## src/rtl/prio_arb_pkg.sv

```systemverilog
// Shared types for the priority arbiter.
// Assumes: included first in compile order.
package prio_arb_pkg;

    // Occupancy of the grant register.
    typedef enum logic {
        SLOT_EMPTY = 1'b0,
        SLOT_BUSY  = 1'b1
    } slot_state_e;

    // Code value that marks a master as excluded from arbitration.
    localparam int unsigned CODE_OFF = 0;

endpackage

```

## src/rtl/prio_code_bank.sv

```systemverilog
// Per-master priority code storage.
// Does: stores one PRIO_W-bit code per master. A write larger than
// N_MASTERS is saturated to N_MASTERS before it is stored.
// Assumes: one write per cycle; an out-of-range index is dropped.
module prio_code_bank #(
    parameter int N_MASTERS  = 4,
    parameter int PRIO_W     = 3,
    parameter int RST_MASTER = 0,
    localparam int IDX_W     = $clog2(N_MASTERS)
) (
    input  logic                             clk,
    input  logic                             rst_n,
    input  logic                             we_i,
    input  logic [IDX_W-1:0]                 idx_i,
    input  logic [PRIO_W-1:0]                val_i,
    output logic [N_MASTERS-1:0][PRIO_W-1:0] code_o
);
    localparam logic [PRIO_W-1:0] MAX_CODE = PRIO_W'(N_MASTERS);

    logic [PRIO_W-1:0] wr_code;

    // Saturate the incoming code to the highest legal rank.
    always_comb begin
        wr_code = (val_i > MAX_CODE) ? MAX_CODE : val_i;
    end

    for (genvar g = 0; g < N_MASTERS; g++) begin : g_slot
        localparam logic [PRIO_W-1:0] RST_VAL =
            (g == RST_MASTER) ? PRIO_W'(1) : PRIO_W'(prio_arb_pkg::CODE_OFF);

        // Hold this master's code; reset gives the boot master rank 1.
        always_ff @(posedge clk) begin
            if (!rst_n) begin
                code_o[g] <= RST_VAL;
            end else if (we_i && (idx_i == IDX_W'(g))) begin
                code_o[g] <= wr_code;
            end
        end
    end
endmodule

```

## src/rtl/prio_winner_pick.sv

```systemverilog
// Combinational winner selection.
// Does: among requesting masters with a nonzero code, finds the largest
// code. Ties go to the smaller index because the scan runs from the top
// index downward and accepts equal codes.
// Assumes: codes already saturated by the bank.
module prio_winner_pick #(
    parameter int N_MASTERS = 4,
    parameter int PRIO_W    = 3,
    localparam int IDX_W    = $clog2(N_MASTERS)
) (
    input  logic [N_MASTERS-1:0]             req_i,
    input  logic [N_MASTERS-1:0][PRIO_W-1:0] code_i,
    output logic                             win_valid_o,
    output logic [IDX_W-1:0]                 win_idx_o,
    output logic [N_MASTERS-1:0]             win_onehot_o
);
    logic [PRIO_W-1:0] best;

    // Scan high index to low; ">=" lets a lower index take a tie.
    always_comb begin
        best        = '0;
        win_idx_o   = '0;
        win_valid_o = 1'b0;
        for (int i = N_MASTERS - 1; i >= 0; i--) begin
            if (req_i[i] && (code_i[i] != '0) && (code_i[i] >= best)) begin
                best        = code_i[i];
                win_idx_o   = IDX_W'(i);
                win_valid_o = 1'b1;
            end
        end
    end

    // Expand the winning index into a one-hot vector.
    always_comb begin
        win_onehot_o = '0;
        if (win_valid_o) begin
            win_onehot_o[win_idx_o] = 1'b1;
        end
    end
endmodule

```

## src/rtl/grant_hold_reg.sv

```systemverilog
// Grant register with hold-until-accepted behaviour.
// Does: loads a new winner whenever the slot is empty or the slave
// accepts the current grant; otherwise keeps the grant unchanged.
// Assumes: slv_ready_i is only meaningful while a grant is present.
module grant_hold_reg #(
    parameter int N_MASTERS = 4,
    localparam int IDX_W    = $clog2(N_MASTERS)
) (
    input  logic                 clk,
    input  logic                 rst_n,
    input  logic                 slv_ready_i,
    input  logic                 win_valid_i,
    input  logic [IDX_W-1:0]     win_idx_i,
    input  logic [N_MASTERS-1:0] win_onehot_i,
    output logic [N_MASTERS-1:0] gnt_o,
    output logic [IDX_W-1:0]     gnt_idx_o,
    output logic                 gnt_valid_o
);
    import prio_arb_pkg::*;

    slot_state_e state_q;
    logic        take_new;

    // A fresh decision is allowed when idle or on acceptance.
    always_comb begin
        take_new = (state_q == SLOT_EMPTY) || slv_ready_i;
    end

    // Load or hold the grant and its occupancy state.
    always_ff @(posedge clk) begin
        if (!rst_n) begin
            state_q   <= SLOT_EMPTY;
            gnt_o     <= '0;
            gnt_idx_o <= '0;
        end else if (take_new) begin
            state_q   <= win_valid_i ? SLOT_BUSY : SLOT_EMPTY;
            gnt_o     <= win_onehot_i;
            gnt_idx_o <= win_idx_i;
        end
    end

    // Valid flag mirrors the occupancy state.
    always_comb begin
        gnt_valid_o = (state_q == SLOT_BUSY);
    end
endmodule

```

## src/rtl/prio_arbiter.sv

```systemverilog
// Programmable per-master priority arbiter, top level.
// Does: code bank -> winner pick -> grant hold register.
// Assumes: N_MASTERS >= 2 and PRIO_W wide enough to hold N_MASTERS.
module prio_arbiter #(
    parameter int N_MASTERS  = 4,
    parameter int PRIO_W     = 3,
    parameter int RST_MASTER = 0,
    localparam int IDX_W     = $clog2(N_MASTERS)
) (
    input  logic                 clk,
    input  logic                 rst_n,
    input  logic [N_MASTERS-1:0] req_i,
    input  logic                 code_we_i,
    input  logic [IDX_W-1:0]     code_idx_i,
    input  logic [PRIO_W-1:0]    code_val_i,
    input  logic                 slv_ready_i,
    output logic [N_MASTERS-1:0] gnt_o,
    output logic [IDX_W-1:0]     gnt_idx_o,
    output logic                 gnt_valid_o
);
    logic [N_MASTERS-1:0][PRIO_W-1:0] code_q;
    logic                             win_valid;
    logic [IDX_W-1:0]                 win_idx;
    logic [N_MASTERS-1:0]             win_onehot;

    prio_code_bank #(
        .N_MASTERS (N_MASTERS),
        .PRIO_W    (PRIO_W),
        .RST_MASTER(RST_MASTER)
    ) u_bank (
        .clk   (clk),
        .rst_n (rst_n),
        .we_i  (code_we_i),
        .idx_i (code_idx_i),
        .val_i (code_val_i),
        .code_o(code_q)
    );

    prio_winner_pick #(
        .N_MASTERS(N_MASTERS),
        .PRIO_W   (PRIO_W)
    ) u_pick (
        .req_i       (req_i),
        .code_i      (code_q),
        .win_valid_o (win_valid),
        .win_idx_o   (win_idx),
        .win_onehot_o(win_onehot)
    );

    grant_hold_reg #(
        .N_MASTERS(N_MASTERS)
    ) u_hold (
        .clk         (clk),
        .rst_n       (rst_n),
        .slv_ready_i (slv_ready_i),
        .win_valid_i (win_valid),
        .win_idx_i   (win_idx),
        .win_onehot_i(win_onehot),
        .gnt_o       (gnt_o),
        .gnt_idx_o   (gnt_idx_o),
        .gnt_valid_o (gnt_valid_o)
    );
endmodule

```

## config.mk

```make
export PLATFORM = sky130hd
export DESIGN_NAME = prio_arbiter
export DESIGN_NICKNAME = d
export VERILOG_FILES = /design/src/rtl/prio_arb_pkg.sv /design/src/rtl/prio_code_bank.sv /design/src/rtl/prio_winner_pick.sv /design/src/rtl/grant_hold_reg.sv /design/src/rtl/prio_arbiter.sv
export SDC_FILE = /design/constraint.sdc
export NUM_CORES = 1
export LEC_CHECK = 0
export CAP_MARGIN = 20
export CELL_PAD_IN_SITES_DETAIL_PLACEMENT = 0
export CELL_PAD_IN_SITES_GLOBAL_PLACEMENT = 1
export CORE_MARGIN = 1.5
export CORE_UTILIZATION = 45
export DETAILED_ROUTE_END_ITERATION = 10
export DONT_BUFFER_PORTS = 1
export PLACE_DENSITY_LB_ADDON = 0.1
export SYNTH_ARGS = -nofsm -noshare
export SYNTH_HDL_FRONTEND = slang
export SYNTH_HIERARCHICAL = 1
export SYNTH_SLANG_ARGS = --single-unit
```

## constraint.sdc

```tcl
create_clock -name clk -period 10.4 [get_ports clk]
set_clock_uncertainty 0.2 [all_clocks]
set_input_delay 1.04 -clock clk [delete_from_list [all_inputs] [get_ports clk]]
set_output_delay 1.04 -clock clk [all_outputs]
set_load 0.03 [all_outputs]
```

======== Word-level counts from Yosys, hierarchy flattened ========
Index checks and enable logic that the tools add are counted.
word-level totals
  flip-flop bits (word level) ............. 19
  bits of input ports ..................... 13
  output and inout bits ................... 7
  word-level logic and storage cells ...... 53
operators by class
  magnitude comparators ................... 7
  equal/unequal tests ..................... 3
  multiplexer cells ....................... 16
  bitwise operators ....................... 1
  reductions and logical operators ........ 19
operator list
  operator                                                    count
  logical AND 1 bit                                           13
  two-way mux 3 bit                                           4
  nonzero test 3 bit                                          4
  >= comparator 3 bit                                         3
  two-way mux 2 bit                                           4
  two-way mux 1 bit                                           6
  == test 2 bit, second input constant                        2
  two-way mux 4 bit                                           1
  >= comparator 3 x 1 -> 1 bit, second input constant         1
  greater-than comparator 3 bit, second input constant        1
  less-than comparator 2 x 3 -> 1 bit, second input constant  1
  demux 1 bit (select 2 bit)                                  1
  == test 2 x 1 -> 1 bit, second input constant               1
  >= comparator 2 x 1 -> 1 bit, second input constant         1
  logical NOT 2 bit                                           1
  logical OR 1 bit                                            1
  NOT 1 bit                                                   1

======== Depth between registers and ports, before layout ========
Gate-level depths: netlist (run 1).
  depth after elaboration ................. 18
  depth in mapped cells ................... 18
  gate-level depth less buffers ........... 18

======== By module ========
Netlist (run 1), hierarchy kept.
by module, submodules not included
  module            instances  cells an instance  area each (sq um)  sequential area each (sq um)
  prio_code_bank    1          45                 429.2              240.2
  prio_winner_pick  1          61                 411.6              0.0
  grant_hold_reg    1          29                 289.0              140.1

======== Worst setup path after synthesis (run 1) ========
Ideal clock, no wire load.
  kind .................................... input -> register
  start ................................... in req_i[3]
  end ..................................... reg u_hold.state_q, in the netlist u_hold/gnt_valid_o
  setup time .............................. 0.115 ns
  arrival time ............................ 4.183 ns
  required time ........................... 10.085 ns
  slack ................................... 5.903 ns
  cell stages on the path ................. 17
  buffers on the path ..................... 0
  path through ............................ and2_1 -> ha_1 -> nor2b_1 -> o21ai_1 -> and2_1 -> a21oi_1 -> ha_1 -> nand2_1 -> o21ai_1 -> and2_4 -> a22oi_1 -> ha_1 -> nand2b_1 -> a211oi_1 -> nor3_1 -> or3b_1 -> o21a_1
on the way
  longest elaborated chain between the ends .. 13
  elaborated cells on any way between the ends .. 16
  those cells by class .................... 3 x order compare; 8 x mux; 5 x reduce/logical
RTL lines
  element                           line                    text
  start, declared                   prio_arbiter.sv:12      input logic [N_MASTERS-1:0] req_i,
  logical AND 1 bit * (2 in a row)  prio_winner_pick.sv:25  if (req_i[i] && (code_i[i] != '0) && (code_i[i] >= best)) begin
  two-way mux 3 bit                 prio_winner_pick.sv:25
  >= comparator 3 bit               prio_winner_pick.sv:25
  logical AND 1 bit                 prio_winner_pick.sv:25
  two-way mux 3 bit                 prio_winner_pick.sv:25
  >= comparator 3 bit               prio_winner_pick.sv:25
  logical AND 1 bit                 prio_winner_pick.sv:25
  two-way mux 3 bit                 prio_winner_pick.sv:25
  >= comparator 3 bit               prio_winner_pick.sv:25
  logical AND 1 bit                 prio_winner_pick.sv:25
  two-way mux 1 bit *               prio_winner_pick.sv:25
  net win_valid                     prio_arbiter.sv:22      logic win_valid;
  two-way mux 1 bit *               grant_hold_reg.sv:36    state_q <= win_valid_i ? SLOT_BUSY : SLOT_EMPTY;
  end signal, assigned              grant_hold_reg.sv:36
  end, declared                     grant_hold_reg.sv:21    slot_state_e state_q;
Mark *: on every way through the listed nets, which the timed path passes. The rest lies on a longest branch.
A chain may end at the register's enable or synchronous reset.

======== Worst setup path after layout (run 1) ========
Ends and elaborated chain as after synthesis.

==> results of run 1 <==
-- worst max path at each step --
stage,slack [ns],from,end,depth (start not counted)
after floorplan,5.90,req_i[3],u_hold/gnt_valid_o$_SDFFE_PN0P_,17
after global placement,5.61,req_i[3],u_hold/gnt_valid_o$_SDFFE_PN0P_,17
after detailed placement,5.56,req_i[3],u_hold/gnt_valid_o$_SDFFE_PN0P_,17
after CTS,5.85,req_i[3],u_hold/gnt_valid_o$_SDFFE_PN0P_,17
after global routing,5.61,req_i[3],u_hold/gnt_o[3]$_SDFFE_PN0P_,17
final,5.82,req_i[3],u_hold/gnt_valid_o$_SDFFE_PN0P_,17
-- worst max-delay path, cell delays in order --
cell and delay (ns):
and2_1 0.15, ha_1 0.28, nor2b_1 0.05, o21a_1 0.24, o21ai_0 0.25, o21ai_0 0.16, ha_1 0.30, nor2b_1 0.04
o21ai_1 0.35, and2_4 0.25, a22oi_1 0.10, ha_1 0.27, nand2b_1 0.14, a211oi_1 0.24, nor3_1 0.16, or3b_1 0.37
o21a_1 0.19
-- area by class of cell --
| cell class | count | area, um^2 |
|---|---|---|
| multi-input cells | 109 | 707 |
| clock buffers | 3 | 22.5 |
| flip-flops and latches | 19 | 380 |
| inverters | 4 | 15.0 |
| clock inverters | 1 | 7.51 |
| fillers | 224 | 1130 |
| well taps | 28 | 35.0 |
-- synth_stat cells, types with 2 or more instances --
| library cell | number | share of area |
|---|---|---|
| nand2_1 | 22 | 0.073 |
| dfxtp_1 | 19 | 0.34 |
| o21ai_0 | 15 | 0.066 |
| nand3_1 | 12 | 0.053 |
| ha_1 | 9 | 0.10 |
| a21oi_1 | 8 | 0.035 |
| mux2i_1 | 6 | 0.053 |
| a211oi_1 | 5 | 0.033 |
| inv_1 | 4 | 0.013 |
| nand3b_1 | 4 | 0.027 |
| nor3_1 | 4 | 0.018 |
| o31a_1 | 3 | 0.023 |
| and2_1 | 2 | 0.011 |
| buf_6 | 2 | 0.020 |
| nor2b_1 | 2 | 0.011 |
| o21a_1 | 2 | 0.013 |
| o21ai_1 | 2 | 0.0089 |
-- cell families (layout without fill, tap and decap cells) --
kind of cell | Yosys count | in the layout | synth area share
adders and majority gates | 9 | 9 | 0.0997
DFF | 19 | 19 | 0.337
muxes | 6 | 6 | 0.0532
buffers and inverters | 7 | 8 | 0.0376
and+or+nand+nor | 55 | 55 | 0.257
AOI/OAI and AO/OA | 39 | 39 | 0.216
-- through the flow --
step                setup WS [ns]  area [um^2]  hold WS [ns]
floorplan                    5.90         1130         0.259
global placement             5.61         1140         0.288
detailed placement           5.56         1140         0.293
CTS                          5.85         1170         0.312
global route                 5.61         1170         0.332
finish                       5.82         1170         0.305
-- routing by layer --
metal	wire length (um)	share of wire
met3	168	0.072
met4	70	0.030
met1	1090	0.47
met5	0	0
met2	993	0.43
-- layout by cell type, fill, tap and decap left out, types with 2 or more instances in the layout --
cell	netlist	layout
nor3_1	4	4
clkbuf_4	0	3
nand3_1	12	12
nor2b_1	2	2
ha_1	9	9
o31a_1	3	3
nand2_1	22	22
a211oi_1	5	5
o21ai_0	15	15
and2_1	2	2
inv_1	4	4
dfxtp_1	19	19
a21oi_1	8	8
o21ai_1	2	2
mux2i_1	6	6
nand3b_1	4	4
o21a_1	2	2
-- flip-flops by register name (all words and copies together), names as in the netlist --
| signal | count |
|---|---|
| u_hold/gnt_valid_o | 1 |
| u_hold/gnt_idx_o | 2 |
| u_hold/gnt_o | 4 |
| u_bank/code_o | 12 |
-- where the power goes --
group	switching, mW	total, mW	internal, mW
sequential	0.00481	0.0802	0.0754
combinational	0.00976	0.0175	0.00770
clock	0.0237	0.0383	0.0146
total	0.0382	0.136	0.0977
==> reports/metrics.csv, run 1 <==
metric,value,unit
Critical Path End Type,register,
Antenna Cells,0,
CTS sink count,19,
initial DRC count,23,
syn nets,157,
clk_lat worst skew,0.29,ns
TNS Setup,0,ns
Die X,53.1,um
share of post-route cells with drive strength above 1,0.0662,
Area growth syn-to-layout,3.32,%
"Top FF cell, synth",dfxtp_1,
initial antenna violation count,0,
grt met1 use,0.254,
nets@finish,159,
DR vias/cell,5.86,
hold endpoint,u_bank/code_o[1]$_SDFFE_PN0P_,
"FF+latch count, synth",19,
setup violators final,0,
Startpoint Class,input port,
slew at the pin with the worst max-slew slack,0.626,ns
R2R Path Start,u_bank/code_o[6]$_SDFFE_PN0P_,
Mean Syn Cell Area,8.37,um^2
Post-CTS Setup Bufs,0,
Mapped Cells,135,
fin crit period,4.58,ns
Worst EP required,10.40,ns
Cell Pwr Density,116,nW/um^2
first-pass GRT wire length,3970,um
Ports,20,
initial core utilization,0.492,
Peak VDD IR,0.0000919,V
post-route clock period utilization,0.441,
max-slew violation count,0,
worst reg-to-reg setup slack,6.20,ns
HP Class,reg2reg,
Via Count,961,
remaining antenna violation count,0,
Util after Layout,0.508,
Avg WL per Cell,14.1,um
Post-synth EDFFs,0,
grt met2 use,0.288,
die height,53.1,um
met3 usage,0.0650,
TritonCTS clock tree,built,
cells resized by post-CTS repair,0,
Placed Cells,160,
power after layout,136,uW
GR Overflow Total,0,
"non-filler cells, final",164,
"Reg clk slew, reported paths",0.11,ns
critical hold path startpoint,u_bank/code_o[1]$_SDFFE_PN0P_,
GRT busiest layer,met2,
YS warnings,6,
Post-DP HPWL,1810,um
RSZ-0062 raised after global routing,false,
Max Buffers Root-to-Sink,2,
highest clock rate,218,MHz
Worst slew margin,0.580,
Pleak,0.424,nW
vias in the first global route,911,
num rows,17,
sequential area share after synthesis,0.337,
I/O Buffers,0,
WL final,2320,um
H-tree depth,1,
count of unique library cells instantiated by Yosys,31,
crit path max fanout,7,
final hold violations,0,
Pre-Repair DR Iteration Count,4,
RR Endpoint,u_hold/gnt_valid_o$_SDFFE_PN0P_,
Hold Buf Count CTS,0,
critical path class,in2reg,
Root Driver,clkbuf_4,
hold-critical path depth,2,
WP data arrival,4.59,ns
Die Area,2820,um^2
max cap viols,0,
Worst Reg-to-Reg Cells,17,
total CTS buffers,3,
largest net degree at the start of global routing,29,
drt drc,0,
mapped cell area,1130,um^2
Core Area,2300,um^2
Post-synth ARST share,0,
Overall Global Routing Usage,0.193,
status,completed,
Final GP Congestion,0.898,
Power figures use the tool's default switching activity.
==> run 2, diff against run 1 <==
Clock period 10.4 ns to 4.6 ns, I/O delays scaled along.
==> run 2 against run 1 <==
Against the previous run: clock-buffer cell count grew 1; register-to-register slack lost 5.8 ns; utilization shrank 0.16 points; non-clock buffer count is the same; worst setup slack lost 5.5 ns; critical path type is now reg2reg; sequential power grew 130%; routed wire length grew 1.3%; worst hold slack lost 0.27 ns; design area shrank 0.32%; global-route usage grew 0.43 points.
==> reports/metrics.csv, run 2 (synthesis gave the netlist of run 1 again) <==
metric,value,unit
initial DRC count,18,
Critical Path End Type,register,
WP data arrival,4.23,ns
Max Buffers Root-to-Sink,2,
Hold Buf Count CTS,0,
critical path class,reg2reg,
TritonCTS clock tree,built,
grt met1 use,0.263,
Cell Pwr Density,261,nW/um^2
Core Area,2300,um^2
Startpoint Class,register,
Die X,53.1,um
sequential cell area,380,um^2
Pre-Repair DR Iteration Count,4,
max FFs per register,12,
CTS sink count,19,
I/O Buffers,0,
first-pass GRT wire length,4000,um
share of post-route cells with drive strength above 1,0.0588,
Area growth syn-to-layout,2.99,%
Post-DP Area,1140,um^2
TNS Setup,0,ns
Crit path largest cell delay,0.38,ns
Pleak,0.425,nW
Hold WS,0.0343,ns
cells resized by post-CTS repair,0,
nets@finish,159,
met3 usage,0.0367,
Worst EP required,4.60,ns
slew at the pin with the worst max-slew slack,0.670,ns
Ports,20,
DR vias/cell,5.87,
fin crit period,4.23,ns
Root Driver,clkbuf_4,
clk_lat worst skew,0.29,ns
Post-DP HPWL,1820,um
grt met2 use,0.306,
final instance area,1160,um^2
largest net degree at the start of global routing,29,
crit path max fanout,7,
initial core utilization,0.492,
largest registers,"u_bank/code_o (12), u_hold/gnt_o (4), u_hold/gnt_idx_o (2)",
smallest setup slack after layout,0.367,ns
Die Area,2820,um^2
pre-CTS WS,0.317,ns
GRT busiest layer,met2,
post-route clock period utilization,0.920,
"Reg clk slew, reported paths",0.11,ns
RSZ-0062 raised after global routing,false,
Antenna Cells,0,
remaining antenna violation count,0,
Reg with most FFs,u_bank/code_o,
vias in the first global route,849,
die height,53.1,um
drt drc,0,
"commonest cells after routing, fill and taps aside","22 x nand2_1, 19 x dfxtp_1, 15 x o21ai_0, 12 x nand3_1, 9 x ha_1",
CP max stage cell,dfxtp_1,
num rows,17,
H-tree depth,1,
GR Overflow Total,0,
CP dominant cell by count,nand2_1,
max cap viols,0,
Final GP Congestion,0.877,
Overall Global Routing Usage,0.197,
Worst slew margin,0.550,
Peak VDD IR,0.000160,V
HP Class,in2reg,
"most common cell after layout, fill and taps aside",nand2_1,
initial antenna violation count,0,
CP cell instances,"nand2_1, ha_1, nand2_1, o21ai_1, and2_1, a21oi_1, ha_1, nand2_1, o21ai_1, nand2_1, a211oi_1, ha_1, a211oi_1, nor3_1, or3b_1, o21a_1",
highest clock rate,236,MHz
WL final,2350,um
fillers,228,
power after layout,303,uW
max-slew violation count,0,
total CTS buffers,3,
Post-CTS Setup Bufs,0,
Via Count,962,
setup violators final,0,
multi-input logic area,707,um^2
status,completed,
Avg WL per Cell,14.3,um
final hold violations,0,
==> run 2: worst paths after layout <==
| path | from | cells past startpoint | slack, ns | endpoint |
|---|---|---|---|---|
| setup / recovery | u_bank/code_o[11]$_SDFFE_PN0P_ | 16 | 0.37 | u_hold/gnt_valid_o$_SDFFE_PN0P_ |
| hold / removal | rst_n | 1 | 0.03 | u_bank/code_o[0]$_SDFFE_PN1P_ |
| setup reg to reg | u_bank/code_o[11]$_SDFFE_PN0P_ | 16 | 0.37 | u_hold/gnt_valid_o$_SDFFE_PN0P_ |
| hold reg to reg | u_bank/code_o[2]$_SDFFE_PN0P_ | 2 | 0.31 | u_bank/code_o[2]$_SDFFE_PN0P_ |
==> run 2: layout make-up <==
type | count | area share
clock buffer | 4 | 0.0226
tap | 28 | 0.0301
multi-input combinational | 109 | 0.608
sequential | 19 | 0.327
inverter | 4 | 0.0129
==> run 2: power by group <==
group          switching [mW]  leakage, nW  internal (mW)
Clock                  0.0491       0.0150         0.0337
Sequential             0.0107        0.154          0.170
Combinational          0.0222        0.256         0.0173
==> run 2: metrics by stage <==
stage                      util  std cells
final                     0.507        164
after global routing      0.507        164
after CTS                 0.507        164
after detailed placement  0.495        160
after global placement    0.495        160
after floorplan               -        135
==> run 2: worst max-delay path: cells and delay by family, from the launching register on <==
family,cells,cell delay [ns]
compound gates,6,1.50
fa+ha+maj,3,0.89
flops,1,0.38
simple gates,7,1.17
==> run 2: routing by layer <==
layer	share of wire	vias to the layer above
li1	-	497
met1	0.50	438
met2	0.45	25
met3	0.035	2
met4	0.011	0
met5	0	-
==> run 3, diff against run 2 <==
Settings changed: PLACE_DENSITY from default to 0.88, PLACE_DENSITY_LB_ADDON 0.1 to default.
==> run 3 against run 2 <==
Against the previous run: fmax rose by 1.7%; worst hold slack gained 0.0033 ns; flip-flop and latch count unchanged; die area did not move; first-iteration DRC count grew 67%; via count is 1.6% higher; global-route usage fell by 1.3 points; clock power grew 1%; sequential share of layout area hardly changed; combinational power down 1%; design area up 0.11%; utilization up 0.055 points; critical path type unchanged.
==> reports/metrics.csv, run 3 (synthesis gave the netlist of run 1 again) <==
metric,value,unit
Root Driver,clkbuf_4,
HP Class,in2reg,
initial core utilization,0.492,
smallest setup slack after layout,0.437,ns
first-pass GRT wire length,3860,um
sum of buffers and inverters on the critical path,1,
sequential cell area,380,um^2
post-route clock period utilization,0.905,
initial DRC count,30,
highest clock rate,240,MHz
max FFs per register,12,
Critical Path End Type,register,
max-slew violation count,0,
H-tree depth,1,
status,completed,
Pre-Repair DR Iteration Count,4,
Max Buffers Root-to-Sink,2,
Core Area,2300,um^2
Peak VDD IR,0.000145,V
nets@finish,159,
vias in the first global route,912,
CP dominant cell by count,ha_1,
slew at the pin with the worst max-slew slack,0.649,ns
WL final,2290,um
crit path max fanout,7,
fin crit period,4.16,ns
Worst slew margin,0.564,
final instance area,1160,um^2
cells resized by post-CTS repair,0,
TritonCTS clock tree,built,
"commonest cells after routing, fill and taps aside","22 x nand2_1, 19 x dfxtp_1, 15 x o21ai_0, 12 x nand3_1, 9 x ha_1",
Via Count,977,
Die Area,2820,um^2
Overall Global Routing Usage,0.184,
Cell Pwr Density,261,nW/um^2
initial antenna violation count,0,
CTS sink count,19,
CP cell instances,"inv_1, ha_1, nor2b_1, o21ai_1, and2_1, a21oi_1, ha_1, nand2_1, o21ai_1, and2_4, a22oi_1, ha_1, nand2b_1, a211oi_1, nor3_1, or3b_1, o21a_1",
multi-input logic area,707,um^2
I/O Buffers,0,
Area growth syn-to-layout,3.10,%
Avg WL per Cell,13.9,um
setup violators final,0,
remaining antenna violation count,0,
critical path class,reg2reg,
RSZ-0062 raised after global routing,false,
Startpoint Class,register,
Hold Buf Count CTS,0,
"Reg clk slew, reported paths",0.11,ns
Pleak,0.428,nW
cell family with most CP delay,compound AO/OA/AOI/OAI gates,
Antenna Cells,0,
max cap viols,0,
drt drc,0,
Ports,20,
Reg with most FFs,u_bank/code_o,
Die X,53.1,um
Util after Layout,0.507,
pre-CTS WS,0.389,ns
Worst EP required,4.60,ns
total CTS buffers,3,
DR vias/cell,5.96,
final hold violations,0,
power after layout,304,uW
fillers,236,
Crit path largest cell delay,0.43,ns
Post-DP HPWL,1850,um
GR Overflow Total,0,
share of post-route cells with drive strength above 1,0.0662,
largest registers,"u_bank/code_o (12), u_hold/gnt_o (4), u_hold/gnt_idx_o (2)",
Post-CTS Setup Bufs,0,
CP max stage cell,dfxtp_1,
Post-DP Area,1140,um^2
Final GP Congestion,0.838,
"most common cell after layout, fill and taps aside",nand2_1,
largest net degree at the start of global routing,29,
clk_lat worst skew,0.29,ns
WP data arrival,4.17,ns
num rows,17,
TNS Setup,0,ns
die height,53.1,um
==> run 3: worst reg2reg max path: stages, from the launching register on <==
cell,delay (ns)
dfxtp_1,0.43
inv_1,0.09
ha_1,0.28
nor2b_1,0.05
o21ai_1,0.33
and2_1,0.20
a21oi_1,0.08
ha_1,0.31
nand2_1,0.05
o21ai_1,0.35
and2_4,0.25
a22oi_1,0.09
ha_1,0.27
nand2b_1,0.13
a211oi_1,0.24
nor3_1,0.16
or3b_1,0.37
o21a_1,0.18
==> run 3: path summary, 6_finish.rpt <==
path                                  from                              end  slack [ns]  cells after the start
max          u_bank/code_o[6]$_SDFFE_PN0P_  u_hold/gnt_valid_o$_SDFFE_PN0P_        0.44                     17
min                                  rst_n    u_bank/code_o[0]$_SDFFE_PN1P_        0.04                      1
max reg2reg  u_bank/code_o[6]$_SDFFE_PN0P_  u_hold/gnt_valid_o$_SDFFE_PN0P_        0.44                     17
min reg2reg  u_bank/code_o[3]$_SDFFE_PN0P_    u_bank/code_o[3]$_SDFFE_PN0P_        0.31                      2
==> run 3: area by class of cell <==
type                    instances  area share
flip-flops and latches         19       0.327
multi-input cells             109       0.607
clock buffers                   3      0.0193
well taps                      28      0.0301
inverters                       4      0.0129
clock inverters                 1     0.00430
==> run 3: power by group <==
group / leakage (nW) / total [mW] / internal, mW / switching [mW]
clock: 0.0177 / 0.0837 / 0.0323 / 0.0514
sequential: 0.154 / 0.181 / 0.170 / 0.0108
combinational: 0.256 / 0.0391 / 0.0174 / 0.0216
total: 0.428 / 0.304 / 0.220 / 0.0838
==> run 3: routing by layer <==
metal,wire (um),vias to the layer above,GRT usage
li1,-,500,-
met1,1100,446,0.231
met2,1030,27,0.304
met3,123,4,0.0452
met4,34,0,0.0684
met5,0,-,0
==> run 3: metrics by stage <==
stage / instances / hold slack, ns
3_5_place_dp: 160 / 0.301
2_1_floorplan: 135 / 0.259
4_1_cts: 164 / 0.0300
3_3_place_gp: 160 / 0.293
6_report: 164 / 0.0376
5_1_grt: 164 / 0.0334
